==> src/rtl/rr_pkg.sv <==
package rr_pkg;
  typedef enum logic [1:0] {
    ST_IDLE,
    ST_ROW,
    ST_BIT,
    ST_OUT
  } scan_st_e;
endpackage

==> src/rtl/rr_decode.sv <==
module rr_decode #(
  parameter int ROWS  = 32,
  parameter int ROW_W = 64,
  parameter int IRQ_W = 20,
  localparam int ROW_IW = $clog2(ROWS),
  localparam int BIT_W  = $clog2(ROW_W),
  localparam int SRC_W  = ROW_IW + BIT_W
) (
  input  logic              rej_valid_i,
  input  logic [IRQ_W-1:0]  rej_irq_i,
  input  logic [IRQ_W-1:0]  base_i,
  output logic              set_en_o,
  output logic [ROW_IW-1:0] set_row_o,
  output logic [BIT_W-1:0]  set_bit_o
);
  localparam int NSRC = ROWS * ROW_W;

  logic [IRQ_W-1:0] diff;
  logic             in_rng;

  assign diff      = rej_irq_i - base_i;
  assign in_rng    = (rej_irq_i >= base_i) && (diff < IRQ_W'(NSRC));
  assign set_en_o  = rej_valid_i && in_rng;
  assign set_row_o = diff[SRC_W-1:BIT_W];
  assign set_bit_o = diff[BIT_W-1:0];
endmodule

==> src/rtl/rr_bitmap.sv <==
module rr_bitmap #(
  parameter int ROWS  = 32,
  parameter int ROW_W = 64,
  localparam int ROW_IW = $clog2(ROWS),
  localparam int BIT_W  = $clog2(ROW_W)
) (
  input  logic                       clk_i,
  input  logic                       rst_ni,
  input  logic                       set_en_i,
  input  logic [ROW_IW-1:0]          set_row_i,
  input  logic [BIT_W-1:0]           set_bit_i,
  input  logic                       clr_en_i,
  input  logic [ROW_IW-1:0]          clr_row_i,
  input  logic [BIT_W-1:0]           clr_bit_i,
  input  logic                       sum_clr_en_i,
  input  logic [ROW_IW-1:0]          sum_clr_row_i,
  output logic [ROWS-1:0][ROW_W-1:0] rows_o,
  output logic [ROWS-1:0]            sum_o
);
  logic [ROWS-1:0][ROW_W-1:0] bits_q;
  logic [ROWS-1:0]            sum_q;

  for (genvar r = 0; r < ROWS; r++) begin : g_row
    logic hit_set;
    assign hit_set = set_en_i && (set_row_i == ROW_IW'(r));

    // set wins over a same-cycle clear
    always_ff @(posedge clk_i or negedge rst_ni) begin
      if (!rst_ni) begin
        bits_q[r] <= '0;
        sum_q[r]  <= 1'b0;
      end else begin
        if (clr_en_i && clr_row_i == ROW_IW'(r)) bits_q[r][clr_bit_i] <= 1'b0;
        if (hit_set) bits_q[r][set_bit_i] <= 1'b1;
        if (sum_clr_en_i && sum_clr_row_i == ROW_IW'(r)) sum_q[r] <= 1'b0;
        if (hit_set) sum_q[r] <= 1'b1;
      end
    end
  end

  assign rows_o = bits_q;
  assign sum_o  = sum_q;

  p_record_r1: assert property (@(posedge clk_i) disable iff (!rst_ni)
    set_en_i |=> bits_q[$past(set_row_i)][$past(set_bit_i)] && sum_q[$past(set_row_i)])
    else $error("R1: reject not recorded");
endmodule

==> src/rtl/rr_scan.sv <==
module rr_scan
  import rr_pkg::*;
#(
  parameter int ROWS  = 32,
  parameter int ROW_W = 64,
  localparam int ROW_IW = $clog2(ROWS),
  localparam int BIT_W  = $clog2(ROW_W),
  localparam int SRC_W  = ROW_IW + BIT_W
) (
  input  logic                       clk_i,
  input  logic                       rst_ni,
  input  logic                       resend_i,
  input  logic [ROWS-1:0][ROW_W-1:0] rows_i,
  input  logic [ROWS-1:0]            sum_i,
  output logic                       clr_en_o,
  output logic [ROW_IW-1:0]          clr_row_o,
  output logic [BIT_W-1:0]           clr_bit_o,
  output logic                       sum_clr_en_o,
  output logic [ROW_IW-1:0]          sum_clr_row_o,
  output logic                       send_valid_o,
  input  logic                       send_ready_i,
  output logic [SRC_W-1:0]           send_src_o
);
  scan_st_e          st_q;
  logic [ROW_IW-1:0] row_q;
  logic [BIT_W:0]    ptr_q;   // one wider: ROW_W means row exhausted
  logic              vld_q;
  logic [SRC_W-1:0]  src_q;

  logic              row_hit, bit_hit;
  logic [ROW_IW-1:0] row_nxt;
  logic [BIT_W-1:0]  bit_nxt;
  logic [ROW_W-1:0]  cur_row;

  assign cur_row = rows_i[row_q];

  // next non-empty row at or after row_q
  always_comb begin
    row_hit = 1'b0;
    row_nxt = row_q;
    for (int i = ROWS - 1; i >= 0; i--) begin
      if (sum_i[i] && (i >= int'(row_q))) begin
        row_hit = 1'b1;
        row_nxt = ROW_IW'(i);
      end
    end
  end

  // next set bit at or after ptr_q in the current row
  always_comb begin
    bit_hit = 1'b0;
    bit_nxt = '0;
    for (int j = ROW_W - 1; j >= 0; j--) begin
      if (cur_row[j] && (j >= int'(ptr_q))) begin
        bit_hit = 1'b1;
        bit_nxt = BIT_W'(j);
      end
    end
  end

  assign clr_en_o      = (st_q == ST_BIT) && bit_hit;
  assign clr_row_o     = row_q;
  assign clr_bit_o     = bit_nxt;
  assign sum_clr_en_o  = (st_q == ST_ROW) && row_hit;
  assign sum_clr_row_o = row_nxt;

  always_ff @(posedge clk_i or negedge rst_ni) begin
    if (!rst_ni) begin
      st_q  <= ST_IDLE;
      row_q <= '0;
      ptr_q <= '0;
      vld_q <= 1'b0;
      src_q <= '0;
    end else begin
      unique case (st_q)
        ST_IDLE: if (resend_i && |sum_i) begin
          row_q <= '0;
          st_q  <= ST_ROW;
        end
        ST_ROW: begin
          if (row_hit) begin
            row_q <= row_nxt;
            ptr_q <= '0;
            st_q  <= ST_BIT;
          end else begin
            st_q <= ST_IDLE;
          end
        end
        ST_BIT: begin
          if (bit_hit) begin
            src_q <= {row_q, bit_nxt};
            vld_q <= 1'b1;
            ptr_q <= {1'b0, bit_nxt} + 1'b1;
            st_q  <= ST_OUT;
          end else if (row_q == ROW_IW'(ROWS - 1)) begin
            st_q <= ST_IDLE;
          end else begin
            row_q <= row_q + 1'b1;
            st_q  <= ST_ROW;
          end
        end
        ST_OUT: if (send_ready_i) begin
          vld_q <= 1'b0;
          st_q  <= ST_BIT;
        end
        default: st_q <= ST_IDLE;
      endcase
    end
  end

  assign send_valid_o = vld_q;
  assign send_src_o   = src_q;

  p_hold_r6: assert property (@(posedge clk_i) disable iff (!rst_ni)
    send_valid_o && !send_ready_i |=> send_valid_o && $stable(send_src_o))
    else $error("R6: trigger dropped or changed under backpressure");

  p_empty_r3: assert property (@(posedge clk_i) disable iff (!rst_ni)
    (st_q == ST_IDLE) && resend_i && (sum_i == '0) |=> (st_q == ST_IDLE))
    else $error("R3: scan started with empty summary");

  p_clr_recorded_r5: assert property (@(posedge clk_i) disable iff (!rst_ni)
    clr_en_o |-> rows_i[clr_row_o][clr_bit_o])
    else $error("R5: replay of an unrecorded source");
endmodule

==> src/rtl/rr_replay.sv <==
module rr_replay #(
  parameter int ROWS  = 32,
  parameter int ROW_W = 64,
  parameter int IRQ_W = 20,
  localparam int SRC_W = $clog2(ROWS) + $clog2(ROW_W)
) (
  input  logic             clk_i,
  input  logic             rst_ni,
  input  logic [IRQ_W-1:0] base_i,
  input  logic             rej_valid_i,
  input  logic [IRQ_W-1:0] rej_irq_i,
  input  logic             resend_i,
  output logic             send_valid_o,
  input  logic             send_ready_i,
  output logic [SRC_W-1:0] send_src_o
);
  localparam int ROW_IW = $clog2(ROWS);
  localparam int BIT_W  = $clog2(ROW_W);

  logic                       set_en, clr_en, sum_clr_en;
  logic [ROW_IW-1:0]          set_row, clr_row, sum_clr_row;
  logic [BIT_W-1:0]           set_bit, clr_bit;
  logic [ROWS-1:0][ROW_W-1:0] rows;
  logic [ROWS-1:0]            sum;

  rr_decode #(.ROWS(ROWS), .ROW_W(ROW_W), .IRQ_W(IRQ_W)) u_dec (
    .rej_valid_i(rej_valid_i), .rej_irq_i(rej_irq_i), .base_i(base_i),
    .set_en_o(set_en), .set_row_o(set_row), .set_bit_o(set_bit)
  );

  rr_bitmap #(.ROWS(ROWS), .ROW_W(ROW_W)) u_map (
    .clk_i(clk_i), .rst_ni(rst_ni),
    .set_en_i(set_en), .set_row_i(set_row), .set_bit_i(set_bit),
    .clr_en_i(clr_en), .clr_row_i(clr_row), .clr_bit_i(clr_bit),
    .sum_clr_en_i(sum_clr_en), .sum_clr_row_i(sum_clr_row),
    .rows_o(rows), .sum_o(sum)
  );

  rr_scan #(.ROWS(ROWS), .ROW_W(ROW_W)) u_scan (
    .clk_i(clk_i), .rst_ni(rst_ni), .resend_i(resend_i),
    .rows_i(rows), .sum_i(sum),
    .clr_en_o(clr_en), .clr_row_o(clr_row), .clr_bit_o(clr_bit),
    .sum_clr_en_o(sum_clr_en), .sum_clr_row_o(sum_clr_row),
    .send_valid_o(send_valid_o), .send_ready_i(send_ready_i),
    .send_src_o(send_src_o)
  );
endmodule

==> config.mk <==
export PLATFORM = sky130hd
export DESIGN_NAME = rr_replay
export DESIGN_NICKNAME = d
export VERILOG_FILES = /design/src/rtl/rr_pkg.sv /design/src/rtl/rr_decode.sv /design/src/rtl/rr_bitmap.sv /design/src/rtl/rr_scan.sv /design/src/rtl/rr_replay.sv
export SDC_FILE = /design/constraint.sdc
export NUM_CORES = 2
export LEC_CHECK = 0
export CAP_MARGIN = 30
export CORE_ASPECT_RATIO = 1.25
export CORE_UTILIZATION = 25
export CTS_CLUSTER_SIZE = 12
export DETAILED_ROUTE_END_ITERATION = 16
export PLACE_DENSITY_LB_ADDON = 0.3
export SLEW_MARGIN = 20
export SYNTH_ARGS = -nofsm -noshare
export SYNTH_HDL_FRONTEND = slang
export SYNTH_SLANG_ARGS = --single-unit
==> constraint.sdc <==
create_clock -name clk_i -period 6.1 [get_ports clk_i]
set_clock_uncertainty 0.2 [all_clocks]
set_input_delay 0.61 -clock clk_i [delete_from_list [all_inputs] [get_ports clk_i]]
set_output_delay 0.61 -clock clk_i [all_outputs]
set_load 0.02 [all_outputs]
==> run_results.csv <==
group,metric,value,unit
outcome,status,"finished, final reports clean",
clock_network,cts.sink_count,2106,
timing,fmax,164,MHz
route,drt-wirelength-per-cell,31.1,um
logic_synthesis,synthAdderAreaFrac,0.334,%
power,p_clk_share,19.1,%
logic_synthesis,yosys-top-cells-area,"dfrtp_1, mux4_2, nand2_1, o21ai_0, o2bb2ai_1",
timing,finalSetupViolCount,0,
worst_hold_path,hp-start,"send_ready_i",
route,ant_nets,0,
cells_and_area,area_delta_synth_final,18.9,%
timing,rsz0062_at_grt,"no",
floorplan,start_util,25.1,%
floorplan,num_io_pins,57,
timing,fin_tns_setup,0,ns
timing,finalWorstSetupSlack,0.0147,ns
clock_network,cts_inserted_buffers,220,
logic_synthesis,synth_ff_type,"dfrtp_1",
logic_synthesis,synth-compound-area-share,24.6,%
worst_setup_path,worstSetupStartpoint,"u_scan.clr_row_o[0]",
clock_network,clockRootBuffer,"clkbuf_16",
logic_synthesis,synth_cells,11000,
worst_hold_path,hold_class,"input pin to flip-flop",
route,vias,102000,
timing,whs,0.103,ns
cells_and_area,layout.nets,11100,
worst_setup_path,critPathMaxStageDelay,0.71,ns
global_route,grt_pass1_wl,765,mm
timing,slew_headroom,23.2,%
worst_setup_path,critPathTopFamily,"simple AND/OR/NAND/NOR gates",
clock_network,cts_tree,"yes",
clock_network,clkLatencyLatePin,0.95,ns
timing,post-route-period-util,99.8,%
logic_synthesis,synth_top_area_share,47.5,%
worst_setup_path,worst_path_max_delay_cell,"dfrtp_4",
logic_synthesis,syn_nets,11100,
floorplan,die_y,747,um
worst_setup_path,crit_arrival,6.68,ns
global_route,grt_max_degree,161,
clock_network,h-tree-depth,4,
logic_synthesis,ys_async_sr_fraction,100,%
floorplan,die_w,598,um
route,drc,0,
worst_setup_path,crit_top_cell,"buf_12",
worst_setup_path,critical_path.max_fanout,34,
timing,worst_pin_slew,1.15,ns
route,routed_wl,532,mm
logic_synthesis,ys_warn_count,0,
power,comb_power_share,60.5,%
logic_synthesis,synth_xor_area_share,0.118,%
timing,finalMaxSlewViolations,0,
route,vias_per_cell,5.94,
logic_synthesis,yosys.area_share.simple,12.1,%
global_route,overflow,0,
logic_synthesis,ys_seq_area_share,47.5,%
floorplan,core_area,442000,um^2
timing,hold_viol_final,0,
worst_setup_path,worstReg2RegStart,"u_scan.clr_row_o[0]",
worst_setup_path,cp.required,6.69,ns
logic_synthesis,ys_types,91,
worst_setup_path,path_buf_inv,5,
run,drv_cap,0,
logic_synthesis,synth_top_family_by_area,"compound AO/OA/AOI/OAI gates",
placement,dp_hpwl,356,mm
placement,dp_slack,-0.0825,ns
floorplan,rows,273,
logic_synthesis,synthMuxAreaShare,10.5,%
worst_setup_path,start_kind,"flip-flop",
placement,place_congestion,0.975,
global_route,track_usage,23.1,%
logic_synthesis,synth-seq-cells,2106,
clock_network,clkTransAtPathRegs,0.07,ns
route,drt_first_pass_iters,8,
power,power.switching,37500,uW
power,p_sw_share,52.6,%
clock_network,cts_buffer_depth,4,
worst_setup_path,worstSetupEndpointType,"flip-flop",
placement,place_area,125000,um^2
logic_synthesis,synth_edf_count,0,
floorplan,die-area,446000,um^2
power,power.leakage,0.0427,uW
power,power_density,541,nW/um^2
global_route,grt_pass1_vias,101000,
logic_synthesis,synth_area_leader_cell,"dfrtp_1",
cells_and_area,layout-drive-gt1-share,16.0,%
logic_synthesis,syn_area,111000,um^2
cells_and_area,utilization,29.8,%
worst_setup_path,critical_path_class,"flip-flop to flip-flop",
timing,min_period,6.09,ns
power,intPower,33800,uW
worst_setup_path,path_cells,"buf_12, buf_4, buf_12, buf_4, mux4_2, a22oi_1, nand4_1, nand3_1, nand3_1, nor3b_1, o21ai_1, a211oi_4, buf_12, nand2_1, o41ai_1, nand2_1",
placement,portBuffers,56,
global_route,antenna_found_initial,27,
power,p_seq_share,20.5,%
power,worst_ir_drop_vdd,1370,uV
route,first_iter_violations,11900,
logic_synthesis,synth_area_per_cell,10.1,um^2
cells_and_area,design_area,132000,um^2
-- tightest hold or removal path, delay by kind of cell --
family	cells	cell delay, ns
and+or+nand+nor	1	0.08
AOI/OAI and AO/OA	1	0.11
buffers and inverters	1	0.42
-- repair_timing --
item | 4_1_cts | 5_1_grt
gates resized for setup | 1 | 0
gates cloned | 0 | 0
buffers inserted | 0 | 5
pin swaps | 0 | 3
endpoints found under the hold margin | 78 | 0
hold buffers | 1 | 0
setup endpoints to repair | 56 | 367
-- registers in the layout, summed over array words and instances (netlist names) --
register             cells
u_scan.send_valid_o      1
u_map.rows_o          2048
u_scan.st_q              2
u_scan.send_src_o       11
u_map.sum_o             32
u_scan.ptr_q             7
u_scan.clr_row_o         5
-- placed cells by master, fill, tap and decap left out, types with 21 or more instances in the layout --
cell / netlist / layout
o21ai_1: 448 / 444
and2_1: 114 / 112
a22oi_1: 484 / 484
clkbuf_8: 0 / 47
o211ai_1: 271 / 271
o31ai_1: 311 / 311
buf_12: 0 / 277
inv_1: 79 / 79
nor2_1: 291 / 277
o41ai_1: 412 / 412
nand3_1: 345 / 344
nand4_1: 353 / 353
nand2_1: 1719 / 1706
dfrtp_1: 2106 / 2101
buf_4: 44 / 622
nand2b_1: 21 / 21
a32oi_1: 40 / 40
clkdlybuf4s50_1: 0 / 55
nor2b_1: 22 / 22
a211oi_1: 44 / 41
o2bb2ai_1: 516 / 516
mux4_2: 448 / 448
a311oi_1: 30 / 30
a31oi_1: 37 / 37
a21oi_1: 207 / 179
ha_1: 28 / 28
clkbuf_16: 0 / 222
clkbuf_1: 693 / 65
diode_2: 0 / 22
mux2i_1: 148 / 148
nor3_1: 49 / 42
o22ai_1: 66 / 66
a21oi_4: 0 / 29
o21ai_0: 1028 / 1027
-- cell usage after synthesis, drive strengths merged (19+ instances only) --
cell,instances
dfrtp,2106
nand2,1719
o21ai,1476
clkbuf,693
o2bb2ai,516
a22oi,485
buf,452
mux4,448
o41ai,412
nand4,353
nand3,346
o31ai,311
nor2,291
o211ai,271
a21oi,208
mux2i,148
and2,115
inv,80
o22ai,66
nor3,51
a211oi,45
a32oi,40
a31oi,37
a311oi,30
ha,28
nor2b,22
nand2b,21
a22o,19
-- path summary, 6_finish.rpt --
| kind | end | cells after the start | slack, ns |
|---|---|---|---|
| worst max-delay path | u_map.rows_o[805] | 16 | 0.01 |
| worst min-delay path | u_scan.send_valid_o | 3 | 0.10 |
| worst max register to register | u_map.rows_o[805] | 16 | 0.01 |
| worst min register to register | u_scan.send_src_o[7] | 2 | 0.28 |
| max in group asynchronous | u_map.rows_o[972] | 4 | 3.91 |
| min in group asynchronous | u_map.rows_o[1711] | 2 | 0.13 |
-- through the flow --
stage	instances	power [uW]
final	17100	71300
after global routing	17100	73000
after CTS	17100	70000
after detailed placement	16700	56500
after global placement	16700	56600
after floorplan	11000	37000
-- logic make-up (layout without fill, tap and decap cells) --
group	Yosys count	count (layout)
buffers and inverters	1227	1400
other	0	22
adders and majority gates	29	29
xor gates and xnor gates	15	15
muxes	601	601
AOI/OAI and AO/OA	4022	4022
and+or+nand+nor	3010	3010
DFF	2106	2106
-- power groups by stage --
stage	Clock, uW	Sequential, uW	Combinational [uW]
final	13600	14600	43200
after detailed placement	0	14800	41600
after CTS	13700	14600	41700
after global routing	14200	14600	44200
after global placement	0	14800	41800
after floorplan	0	14600	22400
-- metal layers --
layer / part of all wire, % / GRT usage, %
met1: 38 / 28.0
met2: 46 / 36.7
met3: 7.7 / 4.23
met4: 8.4 / 17.2
met5: 0.030 / 0
-- final cells by class --
type | count | area [um^2]
repair buffers | 960 | 10900
multi-input cells | 7677 | 53700
inverters | 82 | 308
clock buffers | 334 | 6450
fillers | 46000 | 310000
clock inverters | 24 | 350
flip-flops and latches | 2106 | 52700
diodes | 22 | 55.1
well taps | 5912 | 7400
Note: power is estimated with default switching activity, not from simulation.
